$ cat config.mk
export PLATFORM = sky130hd
export DESIGN_NAME = fault_holdoff
export DESIGN_NICKNAME = d
export VERILOG_FILES = /design/src/rtl/fh_pkg.sv /design/src/rtl/fh_prescaler.sv /design/src/rtl/fh_holdoff_timer.sv /design/src/rtl/fh_regs.sv /design/src/rtl/fault_holdoff.sv
export SDC_FILE = /design/constraint.sdc
export NUM_CORES = 1
export LEC_CHECK = 0
export BUFFER_PORTS_ARGS = -buffer_cell sky130_fd_sc_hd__buf_2
export CELL_PAD_IN_SITES_DETAIL_PLACEMENT = 0
export CELL_PAD_IN_SITES_GLOBAL_PLACEMENT = 2
export CORE_UTILIZATION = 40
export CTS_CLUSTER_DIAMETER = 150
export CTS_CLUSTER_SIZE = 8
export DETAILED_ROUTE_END_ITERATION = 8
export PLACE_DENSITY_LB_ADDON = 0.1
export SLEW_MARGIN = 25
export SYNTH_ARGS = -nofsm -noshare
export SYNTH_HDL_FRONTEND = slang
export SYNTH_SLANG_ARGS = --single-unit
$ cat constraint.sdc
create_clock -name clk -period 4.9 [get_ports clk]
set_input_delay 0.735 -clock clk [delete_from_list [all_inputs] [get_ports clk]]
set_output_delay 0.735 -clock clk [all_outputs]
set_load 0.1 [all_outputs]
$ cat src/rtl/fh_pkg.sv
package fh_pkg;
  localparam int unsigned REG_AW = 8;
  localparam int unsigned REG_DW = 8;
  localparam int unsigned DLY_W  = 16;

  localparam logic [REG_AW-1:0] ADDR_DLY_HI = 8'h2B;
  localparam logic [REG_AW-1:0] ADDR_DLY_LO = 8'h2C;
  localparam logic [REG_AW-1:0] ADDR_STATUS = 8'h2D;

  localparam logic [DLY_W-1:0] DLY_RESET = 16'h000C;

  // Delay actually loaded into the hold-off counter: zero means one tick.
  function automatic logic [DLY_W-1:0] eff_delay(input logic [DLY_W-1:0] d);
    return (d == '0) ? DLY_W'(1) : d;
  endfunction

  // Active-low indicator byte: bit1 fault, bit0 thermal warning.
  function automatic logic [REG_DW-1:0] status_byte(input logic flt, input logic warn);
    return {6'b0, ~flt, ~warn};
  endfunction
endpackage

$ cat src/rtl/fh_prescaler.sv
module fh_prescaler #(
  parameter int unsigned CLKS_PER_TICK = 20750
) (
  input  logic clk,
  input  logic rst_n,
  input  logic run,
  output logic tick
);
  localparam int unsigned PW = (CLKS_PER_TICK > 1) ? $clog2(CLKS_PER_TICK) : 1;
  localparam logic [PW-1:0] LAST = PW'(CLKS_PER_TICK - 1);

  logic [PW-1:0] cnt;

  assign tick = run && (cnt == LAST);

  always_ff @(posedge clk or negedge rst_n) begin
    if (!rst_n)       cnt <= '0;
    else if (!run)    cnt <= '0;
    else if (tick)    cnt <= '0;
    else              cnt <= cnt + PW'(1);
  end

  generate
    if (CLKS_PER_TICK > 1) begin : g_gap
      // ticks are spaced by the full prescale period, never back to back
      p_tick_spacing_r5: assert property (@(posedge clk) disable iff (!rst_n)
        tick |=> !tick);
    end
  endgenerate
endmodule

$ cat src/rtl/fh_holdoff_timer.sv
module fh_holdoff_timer
  import fh_pkg::*;
(
  input  logic             clk,
  input  logic             rst_n,
  input  logic             fault_i,
  input  logic             tick,
  input  logic [DLY_W-1:0] delay,
  output logic             hold_active,
  output logic [DLY_W-1:0] hold_cnt
);
  logic last_tick;
  assign last_tick = hold_active && !fault_i && tick && (hold_cnt == DLY_W'(1));

  always_ff @(posedge clk or negedge rst_n) begin
    if (!rst_n) begin
      hold_active <= 1'b0;
      hold_cnt    <= '0;
    end else if (fault_i) begin
      hold_active <= 1'b1;
      hold_cnt    <= eff_delay(delay);
    end else if (hold_active && tick) begin
      if (last_tick) begin
        hold_active <= 1'b0;
        hold_cnt    <= '0;
      end else begin
        hold_cnt    <= hold_cnt - DLY_W'(1);
      end
    end
  end

  // a fault always (re)starts the hold-off
  p_fault_arms_hold_r6: assert property (@(posedge clk) disable iff (!rst_n)
    fault_i |=> hold_active);
  // counter is never zero while holding, so zero delay acts as one tick
  p_cnt_nonzero_r7: assert property (@(posedge clk) disable iff (!rst_n)
    hold_active |-> (hold_cnt != '0));
  // release happens only on a tick with the fault absent
  p_release_on_tick_r5: assert property (@(posedge clk) disable iff (!rst_n)
    $fell(hold_active) |-> $past(tick && !fault_i));
endmodule

$ cat src/rtl/fh_regs.sv
module fh_regs
  import fh_pkg::*;
(
  input  logic              clk,
  input  logic              rst_n,
  input  logic              bus_valid,
  input  logic              bus_write,
  input  logic [REG_AW-1:0] bus_addr,
  input  logic [REG_DW-1:0] bus_wdata,
  input  logic [REG_DW-1:0] status,
  output logic [REG_DW-1:0] bus_rdata,
  output logic [DLY_W-1:0]  delay
);
  logic [REG_DW-1:0] dly_hi, dly_lo, rd_mux;
  logic wr_req, rd_req, wr_status;

  assign wr_req    = bus_valid && bus_write;
  assign rd_req    = bus_valid && !bus_write;
  assign wr_status = wr_req && (bus_addr == ADDR_STATUS);
  assign delay     = {dly_hi, dly_lo};

  always_comb begin
    case (bus_addr)
      ADDR_DLY_HI: rd_mux = dly_hi;
      ADDR_DLY_LO: rd_mux = dly_lo;
      ADDR_STATUS: rd_mux = status;
      default:     rd_mux = '0;
    endcase
  end

  always_ff @(posedge clk or negedge rst_n) begin
    if (!rst_n) begin
      dly_hi    <= DLY_RESET[15:8];
      dly_lo    <= DLY_RESET[7:0];
      bus_rdata <= '0;
    end else begin
      if (wr_req && bus_addr == ADDR_DLY_HI) dly_hi <= bus_wdata;
      if (wr_req && bus_addr == ADDR_DLY_LO) dly_lo <= bus_wdata;
      bus_rdata <= rd_req ? rd_mux : '0;
    end
  end

  // a write to the status address leaves the delay untouched
  p_status_wr_ignored_r9: assert property (@(posedge clk) disable iff (!rst_n)
    wr_status |=> $stable(delay));
  // read data is nonzero only in the cycle after a read request
  p_rdata_idle_zero_r3: assert property (@(posedge clk) disable iff (!rst_n)
    !rd_req |=> (bus_rdata == '0));
endmodule

$ cat src/rtl/fault_holdoff.sv
module fault_holdoff
  import fh_pkg::*;
#(
  parameter int unsigned CLKS_PER_TICK = 20750
) (
  input  logic       clk,
  input  logic       rst_n,
  input  logic       fault_i,
  input  logic       twarn_i,
  input  logic       bus_valid,
  input  logic       bus_write,
  input  logic [7:0] bus_addr,
  input  logic [7:0] bus_wdata,
  output logic [7:0] bus_rdata,
  output logic       tristate_n
);
  logic [DLY_W-1:0] delay;
  logic [DLY_W-1:0] hold_cnt;
  logic             hold_active;
  logic             tick;
  logic             pre_run;
  logic [REG_DW-1:0] status;

  assign status     = status_byte(fault_i, twarn_i);
  assign pre_run    = hold_active && !fault_i;
  assign tristate_n = !(fault_i || hold_active);

  fh_regs u_regs (
    .clk       (clk),
    .rst_n     (rst_n),
    .bus_valid (bus_valid),
    .bus_write (bus_write),
    .bus_addr  (bus_addr),
    .bus_wdata (bus_wdata),
    .status    (status),
    .bus_rdata (bus_rdata),
    .delay     (delay)
  );

  fh_prescaler #(.CLKS_PER_TICK(CLKS_PER_TICK)) u_pre (
    .clk   (clk),
    .rst_n (rst_n),
    .run   (pre_run),
    .tick  (tick)
  );

  fh_holdoff_timer u_tmr (
    .clk         (clk),
    .rst_n       (rst_n),
    .fault_i     (fault_i),
    .tick        (tick),
    .delay       (delay),
    .hold_active (hold_active),
    .hold_cnt    (hold_cnt)
  );

  // a sampled fault always sees the output low at that edge
  p_fault_forces_low_r4: assert property (@(posedge clk) disable iff (!rst_n)
    fault_i |-> !tristate_n);
  // enable rises only at the end of a hold-off with no fault present
  p_rise_after_hold_r10: assert property (@(posedge clk) disable iff (!rst_n)
    $rose(tristate_n) |-> ($past(hold_active) && !fault_i));
endmodule

Yosys cells after proc, flatten, opt, wreduce, memory -nomap -nowiden
Index checks and enable logic that the tools add are counted.

operators by class
  add/subtract/negate cells = 2
  eq/ne operators = 5
  muxes and demuxes = 11
  bitwise gates (word level) = 2
  reductions and logical operators = 17

operator list
  operator                 number
  $mux W16                 4
  $mux W15                 2
  $eq A8 B6 Y1 const B     3
  $pmux W8 S3              1
  $eq A16 B1 Y1 const B    1
  $logic_not A16 Y1        1
  $sub A16 B1 Y16 const B  1
  $add A15 B1 Y15 const B  1
  $eq A15 B15 Y1 const B   1
  $logic_and A1 B1 Y1      9
  $mux W8                  1
  $reduce_bool A2 Y1       2
  $logic_not A1 Y1         3
  $mux W1                  3
  $not A1 Y1               2
  $reduce_and A2 Y1        1
  $logic_or A1 B1 Y1       1

word-level totals
  bits in registers = 56
  input port bits = 22
  output and inout bits = 9
  word-level logic and storage cells = 43

Logic depth before layout (Yosys ltp)
  depth after elaboration = 8
  mapped depth = 9
  depth with buffers taken out = 7

By module
Synthesis repeated with hierarchy kept, for this count alone.

second synthesis, totals
  cells, all modules = 281
  area, all modules = 2,971.6 um^2

modules (own cells, without submodules)
  module            times used  cells each  area each (um^2)  sequential area each (um^2)
  fh_regs           1           79          1,108.6           603.1
  fh_holdoff_timer  1           121         1,082.3           425.4
  fh_prescaler      1           76          759.5             375.4
  fault_holdoff     1           5           21.3              0.0

Worst setup path before layout
No wires, ideal clock.

  path type = input to output
  start = input port fault_i
  end = output port tristate_n
  arrival = 2,386 ps
  required time = 4,165 ps
  setup slack = 1,779 ps
  stages on the path = 3
  buffers on the path = 2
  cells stage by stage = clkbuf_1 > clkbuf_1 > nor2_1

between the ends
  cells in the longest elaborated chain, start to end = 2

ends and longest elaborated chain
  what                line                 RTL
  start, declared     fault_holdoff.sv:8   input logic fault_i,
  $logic_or A1 B1 Y1  fault_holdoff.sv:26  assign tristate_n = !(fault_i || hold_active);
  $logic_not A1 Y1    fault_holdoff.sv:26
  end, declared       fault_holdoff.sv:15  output logic tristate_n

No other way between the ends.

Final worst setup path
  start = register u_tmr.hold_cnt[4]
  end = register u_tmr.hold_cnt[7]

between the ends
  cells in the longest elaborated chain, start to end = 5

ends and longest elaborated chain
  what                                                                     line                    RTL
  start, declared                                                          fh_holdoff_timer.sv:10  output logic [DLY_W-1:0] hold_cnt
  start signal, assigned                                                   fh_holdoff_timer.sv:21  hold_cnt <= eff_delay(delay);
  start signal, assigned                                                   fh_holdoff_timer.sv:27  hold_cnt <= hold_cnt - DLY_W'(1);
  parallel branches: the longest is 2 deep, another holds $sub A16 B1 Y16  n/a
  $mux W16 (*)                                                             fh_holdoff_timer.sv:23  if (last_tick) begin
  $mux W16 (*)                                                             fh_holdoff_timer.sv:22  end else if (hold_active && tick) begin
  $mux W16 (*)                                                             fh_holdoff_timer.sv:19  end else if (fault_i) begin

Every way passes the cells marked *. The select of a mux whose other input is x is not followed.
A chain may end at the register's enable or synchronous reset.

==> flow_summary.ini <==
[status]
outcome = complete, no violations

[synthesis]
yosysTopAreaCellShare_pct = 46.83
yosysSeqAreaShare_pct = 48.66
ys.flop_type = dfrtp_1
synth.most_common_cell = dfrtp_1
synth_cell_type_count = 51
synth_common_cells = dfrtp_1 (54), nor2_1 (46), mux2_2 (17)
syn_avg_cell_area_sq_um = 10.09
synth_edf_count = 0
yosys_warnings = 0
synth.largest_area_cell = dfrtp_1
synth_nets = 312
synth_seq_cells = 56
netlist_area_sq_um = 2885
syn-instance-count = 286
async_reset_ff_share_pct = 100.0
synthTopCellsByArea = dfrtp_1 (47%), mux2_2 (6.6%), nor2_1 (6.0%), a22oi_1 (3.1%), xor2_1 (2.7%)

[critical_path]
worstSetupPathType = flop to flop
crit_path_end_kind = flop
path_cells = or4_4 -> or3_1 -> o21ai_4 -> o31ai_1 -> a22o_1
crit_fanout = 13
reg2reg_depth = 5
critPathMaxStageDelay_ns = 0.61
start_kind = flop
worstPathArrival_ns = 2.70
cp_slowest_cell = or4_4
required_ns = 5.10

[timing]
fmax_mhz = 400.8
rsz0062_at_grt = no
finalHoldViolations = 0
slew_headroom_pct = 43.57
finalSetupViolCount = 0
fin_crit_ns = 2.495
drv_slew = 0
fin_ws_ns = 2.405
period_share_pct = 50.92
tns_ns = 0
fin_skew_ns = 0.009066
tightest_slew_ns = 0.8447

[route]
drt-wirelength-per-cell_um = 16.63
dr.pass1.iters = 4
drt-total-wl_mm = 6.818
drc_errors = 0
antenna_left = 0
viasPerCell = 5.541
vias = 2272
drtIter0Drc = 217

[global_route]
antenna_found_initial = 0
grt.overflow.total = 0
grt_pass1_wl_mm = 11.27
grt_use_met2_pct = 30.57
use_met1_pct = 28.09
use_met3_pct = 3.602
track_usage_pct = 19.80
top_usage_layer = met2
grt_pass1_vias = 2208
grt_max_degree = 57

[die]
fp.dieH_um = 86.93
core_area_sq_um = 6869
start_util_pct = 42.00
io_pins = 31
die_area_sq_um = 7557
rows = 30
dieWidth_um = 86.93

[clock_network]
cts_root_buffer = clkbuf_8
cts.sinks = 56
clockBufferDepth = 2
cts.reportedPaths.clkPinSlew_ns = 0.10
post_cts_buffers = 0
clkLatencyLatePin_ns = 0.31
htree_levels = 2
cts_buffers = 5
cts_tree = built
hold_buffers = 0
cts-resized-gates = 0

[cells_and_area]
syn2layout_area_growth_pct = 10.41
fillers = 673
final_core_util_pct = 46.38
drive_gt1_share_pct = 20.38
n_antenna_cell = 0
final_cell_count_no_fill = 410
num-nets-final = 339

[pwr]
power_frac_comb_pct = 34.9
power.density_nw_per_um2 = 410.4
irDropWorstVdd_uv = 204.2
switchingPower_uw = 503.6
p_seq_share_pct = 45.6
p_leak_nw = 1.388
power.internal_uw = 803.7
finalPower_mw = 1.307
clock_power_share_pct = 19.4
p_sw_share_pct = 38.52

[placed_design]
preCtsSetupSlack_ns = 2.253
dp_cells = 402
dp_hpwl_mm = 4.838
globalplace.congestion = 0.8184
port_buffers = 30

[run]
drv_cap = 0

[min_path]
min_path_type = flop to flop
whs_path_depth = 2
state kept, by name, summed over array words and instances, names as in the netlist:
name,cells
u_tmr.hold_cnt,16
u_tmr.hold_active,1
u_pre.cnt,15
u_regs.dly_hi,8
u_regs.dly_lo,8
u_regs.bus_rdata,8
kinds of logic (layout without fill, tap and decap cells):
| group | count (synthesis) | in the layout | synth area share [%] |
|---|---|---|---|
| simple gates | 114 | 114 | 19.91 |
| compound gates | 62 | 62 | 15.27 |
| flops | 56 | 56 | 48.66 |
| buf+inv | 19 | 47 | 3.513 |
| mux | 18 | 18 | 6.982 |
| xor+xnor | 13 | 13 | 3.946 |
| fa+ha+maj | 4 | 4 | 1.735 |
layout by cell type (no fill, tap or decap), types with 2 or more instances in the layout:
| master | netlist | final |
|---|---|---|
| or3_1 | 4 | 4 |
| o2bb2ai_1 | 5 | 5 |
| ha_1 | 4 | 4 |
| buf_2 | 0 | 30 |
| a21oi_1 | 8 | 8 |
| dfrtp_1 | 54 | 54 |
| o31ai_1 | 2 | 2 |
| nand4_1 | 7 | 7 |
| nor2_1 | 46 | 46 |
| dfstp_2 | 2 | 2 |
| o21ai_0 | 13 | 13 |
| clkbuf_8 | 0 | 5 |
| nand3_1 | 8 | 8 |
| o21ai_1 | 2 | 2 |
| nand2_1 | 13 | 13 |
| and2_1 | 2 | 2 |
| nor3b_1 | 3 | 3 |
| a22o_1 | 3 | 3 |
| nor4_1 | 7 | 7 |
| nor3_2 | 1 | 2 |
| mux2_2 | 17 | 17 |
| xnor2_1 | 4 | 4 |
| a22oi_1 | 12 | 12 |
| a41oi_1 | 2 | 2 |
| a32oi_1 | 5 | 5 |
| xor2_1 | 9 | 9 |
| nor3_1 | 9 | 8 |
| and3_1 | 3 | 3 |
| inv_1 | 8 | 8 |
worst max-delay path: cells and delay by family, from the launching register on:
kind | cells | cell delay [ns]
AO/OA/AOI/OAI | 3 | 0.82
flip-flops | 1 | 0.48
AND/OR/NAND/NOR | 2 | 1.10
layout make-up:
type	count	area, sq um	share of cell area, %
clock buffer	6	72.57	2.278
clock inverter	2	16.27	0.5106
inverter	8	30.03	0.9427
multi-input combinational	211	1385	43.48
sequential	56	1404	44.07
tap	96	120.1	3.771
timing repair buffer	31	157.7	4.949
final timing paths:
| kind | to | slack (ns) | startpoint |
|---|---|---|---|
| min reg2reg | u_tmr.hold_cnt[1]$_DFFE_PN0P_ | 0.52 | u_tmr.hold_cnt[1]$_DFFE_PN0P_ |
| max in group asynchronous | u_regs.dly_hi[6]$_DFFE_PN0P_ | 3.89 | rst_n |
| min | u_tmr.hold_cnt[1]$_DFFE_PN0P_ | 0.52 | u_tmr.hold_cnt[1]$_DFFE_PN0P_ |
| max | u_tmr.hold_cnt[7]$_DFFE_PN0P_ | 2.40 | u_tmr.hold_cnt[4]$_DFFE_PN0P_ |
| min in group asynchronous | u_tmr.hold_cnt[13]$_DFFE_PN0P_ | 0.53 | rst_n |
| max reg2reg | u_tmr.hold_cnt[7]$_DFFE_PN0P_ | 2.40 | u_tmr.hold_cnt[4]$_DFFE_PN0P_ |
layer usage:
| metal | vias to the layer above | part of all wire (%) |
|---|---|---|
| met1 | 1095 | 47 |
| li1 | 1104 | - |
| met3 | 10 | 5.8 |
| met2 | 63 | 45 |
| met5 | - | 0 |
| met4 | 0 | 1.5 |
power by group through the flow:
| stage | combinational [mW] | clock, mW | sequential, mW |
|---|---|---|---|
| after floorplan | 0.407 | 0 | 0.579 |
| after global placement | 0.459 | 0 | 0.605 |
| after detailed placement | 0.454 | 0 | 0.603 |
| after CTS | 0.455 | 0.267 | 0.595 |
| after global routing | 0.511 | 0.287 | 0.606 |
| final | 0.456 | 0.254 | 0.597 |
metrics by stage:
stage	cell area (sq um)	hold slack, ns
final	3186	0.5179
after global routing	3186	0.5431
after CTS	3186	0.5251
after detailed placement	3097	0.5006
after global placement	3092	0.5010
after floorplan	2885	0.4394
(Power assumes the default switching activity.)
